### src/rtl/dma_aw_pkg.sv
// Package: shared types and helpers for the DMA port address generator.
// Assumes: size codes 2'b10 and 2'b11 both mean a 4-byte element.
package dma_aw_pkg;

    typedef enum logic [1:0] {
        AM_FIXED  = 2'b00,
        AM_LINEAR = 2'b01,
        AM_SINGLE = 2'b10,
        AM_DOUBLE = 2'b11
    } amode_e;

    // Decode an element size code into a byte count.
    function automatic logic [2:0] size_bytes(input logic [1:0] code);
        case (code)
            2'b00:   size_bytes = 3'd1;
            2'b01:   size_bytes = 3'd2;
            default: size_bytes = 3'd4;
        endcase
    endfunction

endpackage

### src/rtl/dma_aw_step.sv
// Module: dma_aw_step
// Computes the signed address step applied on one advance, from the mode,
// the element size and the two indices. frame_edge marks an advance that
// leaves the last element of a frame.
// Assumes: ADDR_W >= IDX_W. The result wraps modulo 2**ADDR_W.
module dma_aw_step
    import dma_aw_pkg::*;
#(
    parameter int ADDR_W = 32,
    parameter int IDX_W  = 16
) (
    input  amode_e            mode,
    input  logic [1:0]        size_code,
    input  logic [IDX_W-1:0]  elem_idx,
    input  logic [IDX_W-1:0]  frame_idx,
    input  logic              frame_edge,
    output logic [ADDR_W-1:0] step
);
    localparam int EXT_W = ADDR_W - IDX_W;

    logic [ADDR_W-1:0] elem_ext;
    logic [ADDR_W-1:0] frame_ext;
    logic [ADDR_W-1:0] size_ext;

    // Sign-extend both indices to the address width.
    generate
        if (EXT_W > 0) begin : g_ext
            assign elem_ext  = {{EXT_W{elem_idx[IDX_W-1]}},  elem_idx};
            assign frame_ext = {{EXT_W{frame_idx[IDX_W-1]}}, frame_idx};
        end else begin : g_same
            assign elem_ext  = elem_idx[ADDR_W-1:0];
            assign frame_ext = frame_idx[ADDR_W-1:0];
        end
    endgenerate

    assign size_ext = ADDR_W'(size_bytes(size_code));

    // Select the step for this mode and this position in the frame.
    always_comb begin
        case (mode)
            AM_FIXED:  step = '0;
            AM_LINEAR: step = size_ext;
            AM_SINGLE: step = size_ext + elem_ext - ADDR_W'(1);
            default:   step = frame_edge ? (size_ext + frame_ext - ADDR_W'(1))
                                         : (size_ext + elem_ext  - ADDR_W'(1));
        endcase
    end
endmodule

### src/rtl/dma_aw_counter.sv
// Module: dma_aw_counter
// A position counter that wraps at a limit. It flags the last position in
// the current cycle and returns to zero when bumped at the last position.
// Assumes: a limit of 0 is handled as 1. clear has priority over bump.
module dma_aw_counter #(
    parameter int CNT_W = 16
) (
    input  logic             clk,
    input  logic             rst_n,
    input  logic             clear,
    input  logic             bump,
    input  logic [CNT_W-1:0] limit,
    output logic             last
);
    logic [CNT_W-1:0] cnt;
    logic [CNT_W:0]   cnt_plus;

    // Last position when the count plus one reaches the limit; 0 and 1 match at once.
    assign cnt_plus = {1'b0, cnt} + (CNT_W + 1)'(1);
    assign last     = (cnt_plus >= {1'b0, limit});

    // Count bumps and wrap to zero at the last position.
    always_ff @(posedge clk) begin
        if (!rst_n || clear) begin
            cnt <= '0;
        end else if (bump) begin
            cnt <= last ? '0 : cnt_plus[CNT_W-1:0];
        end
    end
endmodule

### src/rtl/dma_addr_walker.sv
// Module: dma_addr_walker (top)
// Generates the element addresses of one DMA port over a block of frames in
// one of four modes. It pulses eof and eob one cycle after the advance that
// consumed the last element of a frame or of the block.
// Assumes: advance is a single-cycle strobe per element. All configuration
// is captured on start.
module dma_addr_walker
    import dma_aw_pkg::*;
#(
    parameter int ADDR_W = 32,
    parameter int IDX_W  = 16,
    parameter int CNT_W  = 16
) (
    input  logic              clk,
    input  logic              rst_n,
    input  logic              start,
    input  logic              advance,
    input  logic [1:0]        mode,
    input  logic [1:0]        elem_size,
    input  logic [ADDR_W-1:0] base_addr,
    input  logic [IDX_W-1:0]  elem_idx,
    input  logic [IDX_W-1:0]  frame_idx,
    input  logic [CNT_W-1:0]  elems_per_frame,
    input  logic [CNT_W-1:0]  frames_per_block,
    output logic [ADDR_W-1:0] addr,
    output logic              eof,
    output logic              eob
);
    amode_e            cfg_mode;
    logic [1:0]        cfg_size;
    logic [IDX_W-1:0]  cfg_eidx;
    logic [IDX_W-1:0]  cfg_fidx;
    logic [CNT_W-1:0]  cfg_epf;
    logic [CNT_W-1:0]  cfg_fpb;
    logic              active;
    logic              adv_ok;
    logic              elem_last;
    logic              frame_last;
    logic              blk_end;
    logic [ADDR_W-1:0] step;

    // Capture the configuration of a block when it starts.
    always_ff @(posedge clk) begin
        if (!rst_n) begin
            cfg_mode <= AM_FIXED;
            cfg_size <= '0;
            cfg_eidx <= '0;
            cfg_fidx <= '0;
            cfg_epf  <= '0;
            cfg_fpb  <= '0;
        end else if (start) begin
            cfg_mode <= amode_e'(mode);
            cfg_size <= elem_size;
            cfg_eidx <= elem_idx;
            cfg_fidx <= frame_idx;
            cfg_epf  <= elems_per_frame;
            cfg_fpb  <= frames_per_block;
        end
    end

    assign adv_ok  = advance && active && !start;
    assign blk_end = adv_ok && elem_last && frame_last;

    dma_aw_counter #(.CNT_W(CNT_W)) u_elem_cnt (
        .clk   (clk),
        .rst_n (rst_n),
        .clear (start),
        .bump  (adv_ok),
        .limit (cfg_epf),
        .last  (elem_last)
    );

    dma_aw_counter #(.CNT_W(CNT_W)) u_frame_cnt (
        .clk   (clk),
        .rst_n (rst_n),
        .clear (start),
        .bump  (adv_ok && elem_last),
        .limit (cfg_fpb),
        .last  (frame_last)
    );

    dma_aw_step #(.ADDR_W(ADDR_W), .IDX_W(IDX_W)) u_step (
        .mode       (cfg_mode),
        .size_code  (cfg_size),
        .elem_idx   (cfg_eidx),
        .frame_idx  (cfg_fidx),
        .frame_edge (elem_last),
        .step       (step)
    );

    // Track whether a block is in progress.
    always_ff @(posedge clk) begin
        if (!rst_n) begin
            active <= 1'b0;
        end else if (start) begin
            active <= 1'b1;
        end else if (blk_end) begin
            active <= 1'b0;
        end
    end

    // Load the base address on start and step it after each accepted advance.
    always_ff @(posedge clk) begin
        if (!rst_n) begin
            addr <= '0;
        end else if (start) begin
            addr <= base_addr;
        end else if (adv_ok && !blk_end) begin
            addr <= addr + step;
        end
    end

    // Register the frame and block markers as one-cycle pulses.
    always_ff @(posedge clk) begin
        if (!rst_n || start) begin
            eof <= 1'b0;
            eob <= 1'b0;
        end else begin
            eof <= adv_ok && elem_last;
            eob <= blk_end;
        end
    end
endmodule

### config.mk
export PLATFORM = sky130hd
export DESIGN_NAME = dma_addr_walker
export DESIGN_NICKNAME = d
export VERILOG_FILES = /design/src/rtl/dma_aw_pkg.sv /design/src/rtl/dma_aw_step.sv /design/src/rtl/dma_aw_counter.sv /design/src/rtl/dma_addr_walker.sv
export SDC_FILE = /design/constraint.sdc
export NUM_CORES = 1
export LEC_CHECK = 0
export ABC_AREA = 1
export BUFFER_PORTS_ARGS = -buffer_cell sky130_fd_sc_hd__buf_2
export CAP_MARGIN = 5
export CELL_PAD_IN_SITES_DETAIL_PLACEMENT = 1
export CELL_PAD_IN_SITES_GLOBAL_PLACEMENT = 2
export CORE_MARGIN = 2
export CORE_UTILIZATION = 33
export CTS_BUF_LIST = sky130_fd_sc_hd__clkbuf_2
export CTS_CLUSTER_DIAMETER = 50
export CTS_CLUSTER_SIZE = 14
export DETAILED_ROUTE_END_ITERATION = 10
export HOLD_SLACK_MARGIN = 0.02
export PLACE_DENSITY = 0.8
export RECOVER_POWER = 50
export SYNTH_ARGS = -nofsm -noshare
export SYNTH_HDL_FRONTEND = slang
export SYNTH_SLANG_ARGS = --single-unit
### constraint.sdc
create_clock -name clk -period 6.44 [get_ports clk]
set_clock_uncertainty 0.15 [all_clocks]
set_input_delay 0.644 -clock clk [delete_from_list [all_inputs] [get_ports clk]]
set_output_delay 0.644 -clock clk [all_outputs]
set_load 0.005 [all_outputs]
==> flow_summary_export.csv <==
group,metric,value,unit
run_status,status,"finished, violations left",
run_status,violations,"capacitance limit, slew limit",
sta,setup_viol,0,
yosys,synth_nets,1691,
sta,setup_tns,0,ns
sta,fin_crit_sh,0.8861,
yosys,synthTopCellsByArea,"dfxtp_1 27%, nand2_1 11%, ha_1 9.0%, a21oi_1 7.2%, inv_1 6.3%",
yosys,netlist_area,0.01019,sq mm
grt,grt_overflow_total,0,
grt,antenna_found_initial,1,
pwr,netSwitchingPower,0.7413,mW
clock_tree,cts_buffers,17,
yosys,synth-compound-area-share,0.1977,
sta,hold_ws,0.1154,ns
sta,finalMaxSlewViolations,149,
pwr,intPower,1.313,mW
sta,finalHoldViolCount,0,
floorplanning,coreArea,0.03051,sq mm
route,via_per_inst,5.102,
final_layout,synthToLayoutAreaGrowth,21.52,%
clock_tree,clkTransAtPathRegs,0.28,ns
setup_path,startpoint_type,"register",
clock_tree,clock_path_buffers,2,
sta,layout_min_cycle_time,5.707,ns
yosys,synth_cells,1513,
route,wirelength,35970,um
sta,tightestPinTransition,1.749,ns
grt,grt_start_max_net_pins,100,
pwr,irDropWorstVdd,82.20,uV
grt,grt_pass1_wl,58900,um
pwr,powerDensity,165.9,mW/mm^2
route,first_pass_iters,5,
route,drc_errors,0,
pwr,combinationalPowerShare,0.250,
setup_path,crit_path_end_kind,"register",
clock_tree,cts_root_buf,"clkbuf_2",
floorplanning,die-area,0.03231,sq mm
final_layout,nets,1898,
floorplanning,die_w,179.8,um
clock_tree,tritoncts,"done",
pwr,p_leak,5.644,nW
yosys,synth_largest_area_cell,"dfxtp_1",
sta,fmax,175.2,MHz
setup_path,critPathMaxFanout,14,
yosys,synth.ff_latch_count,135,
setup_path,slowest_stage,"dfxtp_2",
pwr,p_total,2.055,mW
grt,groute.usage.overall,0.2242,
sta,rsz0062_at_grt,"yes",
final_layout,final_cell_mix,"304 x nand2_1, 170 x inv_1, 146 x nor2_1, 145 x a21oi_1, 134 x dfxtp_1",
final_layout,drive_gt1_frac,0.1443,
placed_design,dp_hpwl,27000,um
final_layout,fill_cells,3957,
route,avgRoutedWirePerCell,16.89,um
setup_path,crit_type,"register to register",
yosys,synth_fa_ha_area_frac,0.09157,
setup_path,worstPathRequired,7.03,ns
clock_tree,clock-sinks,135,
route,vias,10870,
flow_run,cap_violations,2,
clock_tree,cts_setup_buffers,0,
yosys,ys_types,57,
clock_tree,cts_max_level,4,
yosys,synth_xor_area_frac,0.06260,
final_layout,final_common_cell,"nand2_1",
setup_path,slowest_delay,0.42,ns
pwr,power.share.clock,0.299,
floorplanning,num_io_pins,138,
clock_tree,insertion_delay,0.78,ns
yosys,yosysWarningCount,0,
worst_hold_path,hold_class,"input port to register",
floorplanning,placementRows,64,
yosys,synth-simple-area-share,0.2914,
route,ant_nets,0,
floorplanning,initial_core_util,0.3341,
placed_design,place_congestion,0.8911,
setup_path,cpMostUsedCell,"nand2_1",
yosys,synth_top_family_by_area,"simple AND/OR/NAND/NOR gates",
sta,slew_headroom,-0.1658,
floorplanning,die_y,179.8,um
yosys,muxShareOfSynthArea,0,
grt,grt_pass1_vias,11320,
pwr,netSwitchingFraction,0.3608,
yosys,avgSynthCellArea,6.737,sq um
yosys,yosysTopAreaCellShare,0.2651,
route,first_iter_violations,577,
placed_design,port_buffers,137,
setup_path,cp.arrival,6.30,ns
pwr,sequentialPowerShare,0.451,
yosys,yosysSeqAreaShare,0.2651,
## flip-flops by register name, summed over array words and instances, names as in the netlist
| register | count |
|---|---|
| addr | 32 |
| cfg_eidx | 16 |
| cfg_epf | 16 |
| cfg_fidx | 16 |
| cfg_fpb | 16 |
| u_elem_cnt.cnt | 16 |
| u_frame_cnt.cnt | 16 |
| cfg_mode | 2 |
| cfg_size | 2 |
| active | 1 |
| eob | 1 |
| eof | 1 |
## Yosys cell counts, drive strengths merged
cell type and number:
nand2 333, xnor2 21, a221oi 5, a21oi 146
nor3b 1, nor3 24, and2 1, clkinv 3
o221ai 4, a211oi 23, clkbuf 36, nand4 38
a22oi 6, o22ai 13, fa 1, buf 14
o21a 4, o21bai 3, nor2 159, nand3 70
a2111oi 2, nor4 8, ha 73, or2 6
dfxtp 135, o31ai 1, a21boi 2, o41ai 1
a21o 3, o311ai 2, o21ai 121, xor2 51
nand3b 8, a31oi 13, inv 180, o211ai 1
o31a 1
## what timing repair did
item,CTS,global route
hold endpoints to repair,95,0
hold buffers,95,0
resized for setup,0,4
endpoints found under the setup margin,0,6
## cell families (layout without fill, tap and decap cells)
| group | Yosys count | after routing |
|---|---|---|
| buffers and inverters | 233 | 453 |
| DFF | 135 | 135 |
| other | 0 | 1 |
| xor gates and xnor gates | 72 | 72 |
| and+or+nand+nor | 648 | 648 |
| AOI/OAI and AO/OA | 351 | 351 |
| adders and majority gates | 74 | 74 |
## routing by layer
layer / routed length (um) / global-route usage / part of all wire / vias up
met5: 0 / 0 / 0 / -
met4: 695 / 0.06049 / 0.019 / 0
met3: 1138 / 0.03262 / 0.032 / 35
met2: 17200 / 0.3891 / 0.48 / 182
met1: 16940 / 0.2897 / 0.47 / 5161
li1: - / - / - / 5490
## path summary, 6_finish.rpt
kind                                         from    endpoint  slack (ns)  depth (start not counted)
worst max register to register  u_elem_cnt.cnt[0]    addr[25]        0.73                         32
worst min-delay path                base_addr[20]    addr[20]        0.12                          3
worst max-delay path            u_elem_cnt.cnt[0]    addr[25]        0.73                         32
worst min register to register         cfg_fpb[8]  cfg_fpb[8]        0.33                          2
## stage by stage
| stage | instances | instance area (sq um) | util | setup slack [ns] |
|---|---|---|---|---|
| after global placement | 2002 | 11180 | 0.3666 | 0.8038 |
| after detailed placement | 2002 | 11180 | 0.3666 | 0.5515 |
| after floorplan | 1513 | 10190 | - | 1.498 |
| after CTS | 2129 | 12400 | 0.4065 | 0.5205 |
| after global routing | 2130 | 12390 | 0.4060 | -0.04770 |
| final | 2130 | 12390 | 0.4060 | 0.7333 |
## power groups by stage
| stage | Clock [mW] | Sequential, mW | Combinational, mW |
|---|---|---|---|
| after floorplan | 0 | 0.926 | 0.320 |
| after detailed placement | 0 | 0.943 | 0.466 |
| final | 0.614 | 0.928 | 0.513 |
| after global routing | 0.670 | 0.935 | 0.578 |
| after global placement | 0 | 0.942 | 0.459 |
| after CTS | 0.634 | 0.927 | 0.514 |
## worst max-delay path: cells and delay by family (launching register included)
family,cells,cell delay [ns]
and+or+nand+nor,16,2.24
AOI/OAI and AO/OA,8,1.44
adders and majority gates,2,0.65
buffers and inverters,5,0.55
DFF,1,0.42
xor gates and xnor gates,1,0.23
## layout make-up
cell class / count / area (sq um) / share of cell area
well taps: 396 / 495.5 / 0.04000
clock inverters: 13 / 171.4 / 0.01384
clock buffers: 19 / 95.09 / 0.007677
repair buffers: 238 / 1662 / 0.1341
multi-input cells: 1145 / 6561 / 0.5297
inverters: 183 / 695.7 / 0.05616
diodes: 1 / 2.502 / 0.0002020
flip-flops and latches: 135 / 2704 / 0.2183
Power figures use the tool's default switching activity.
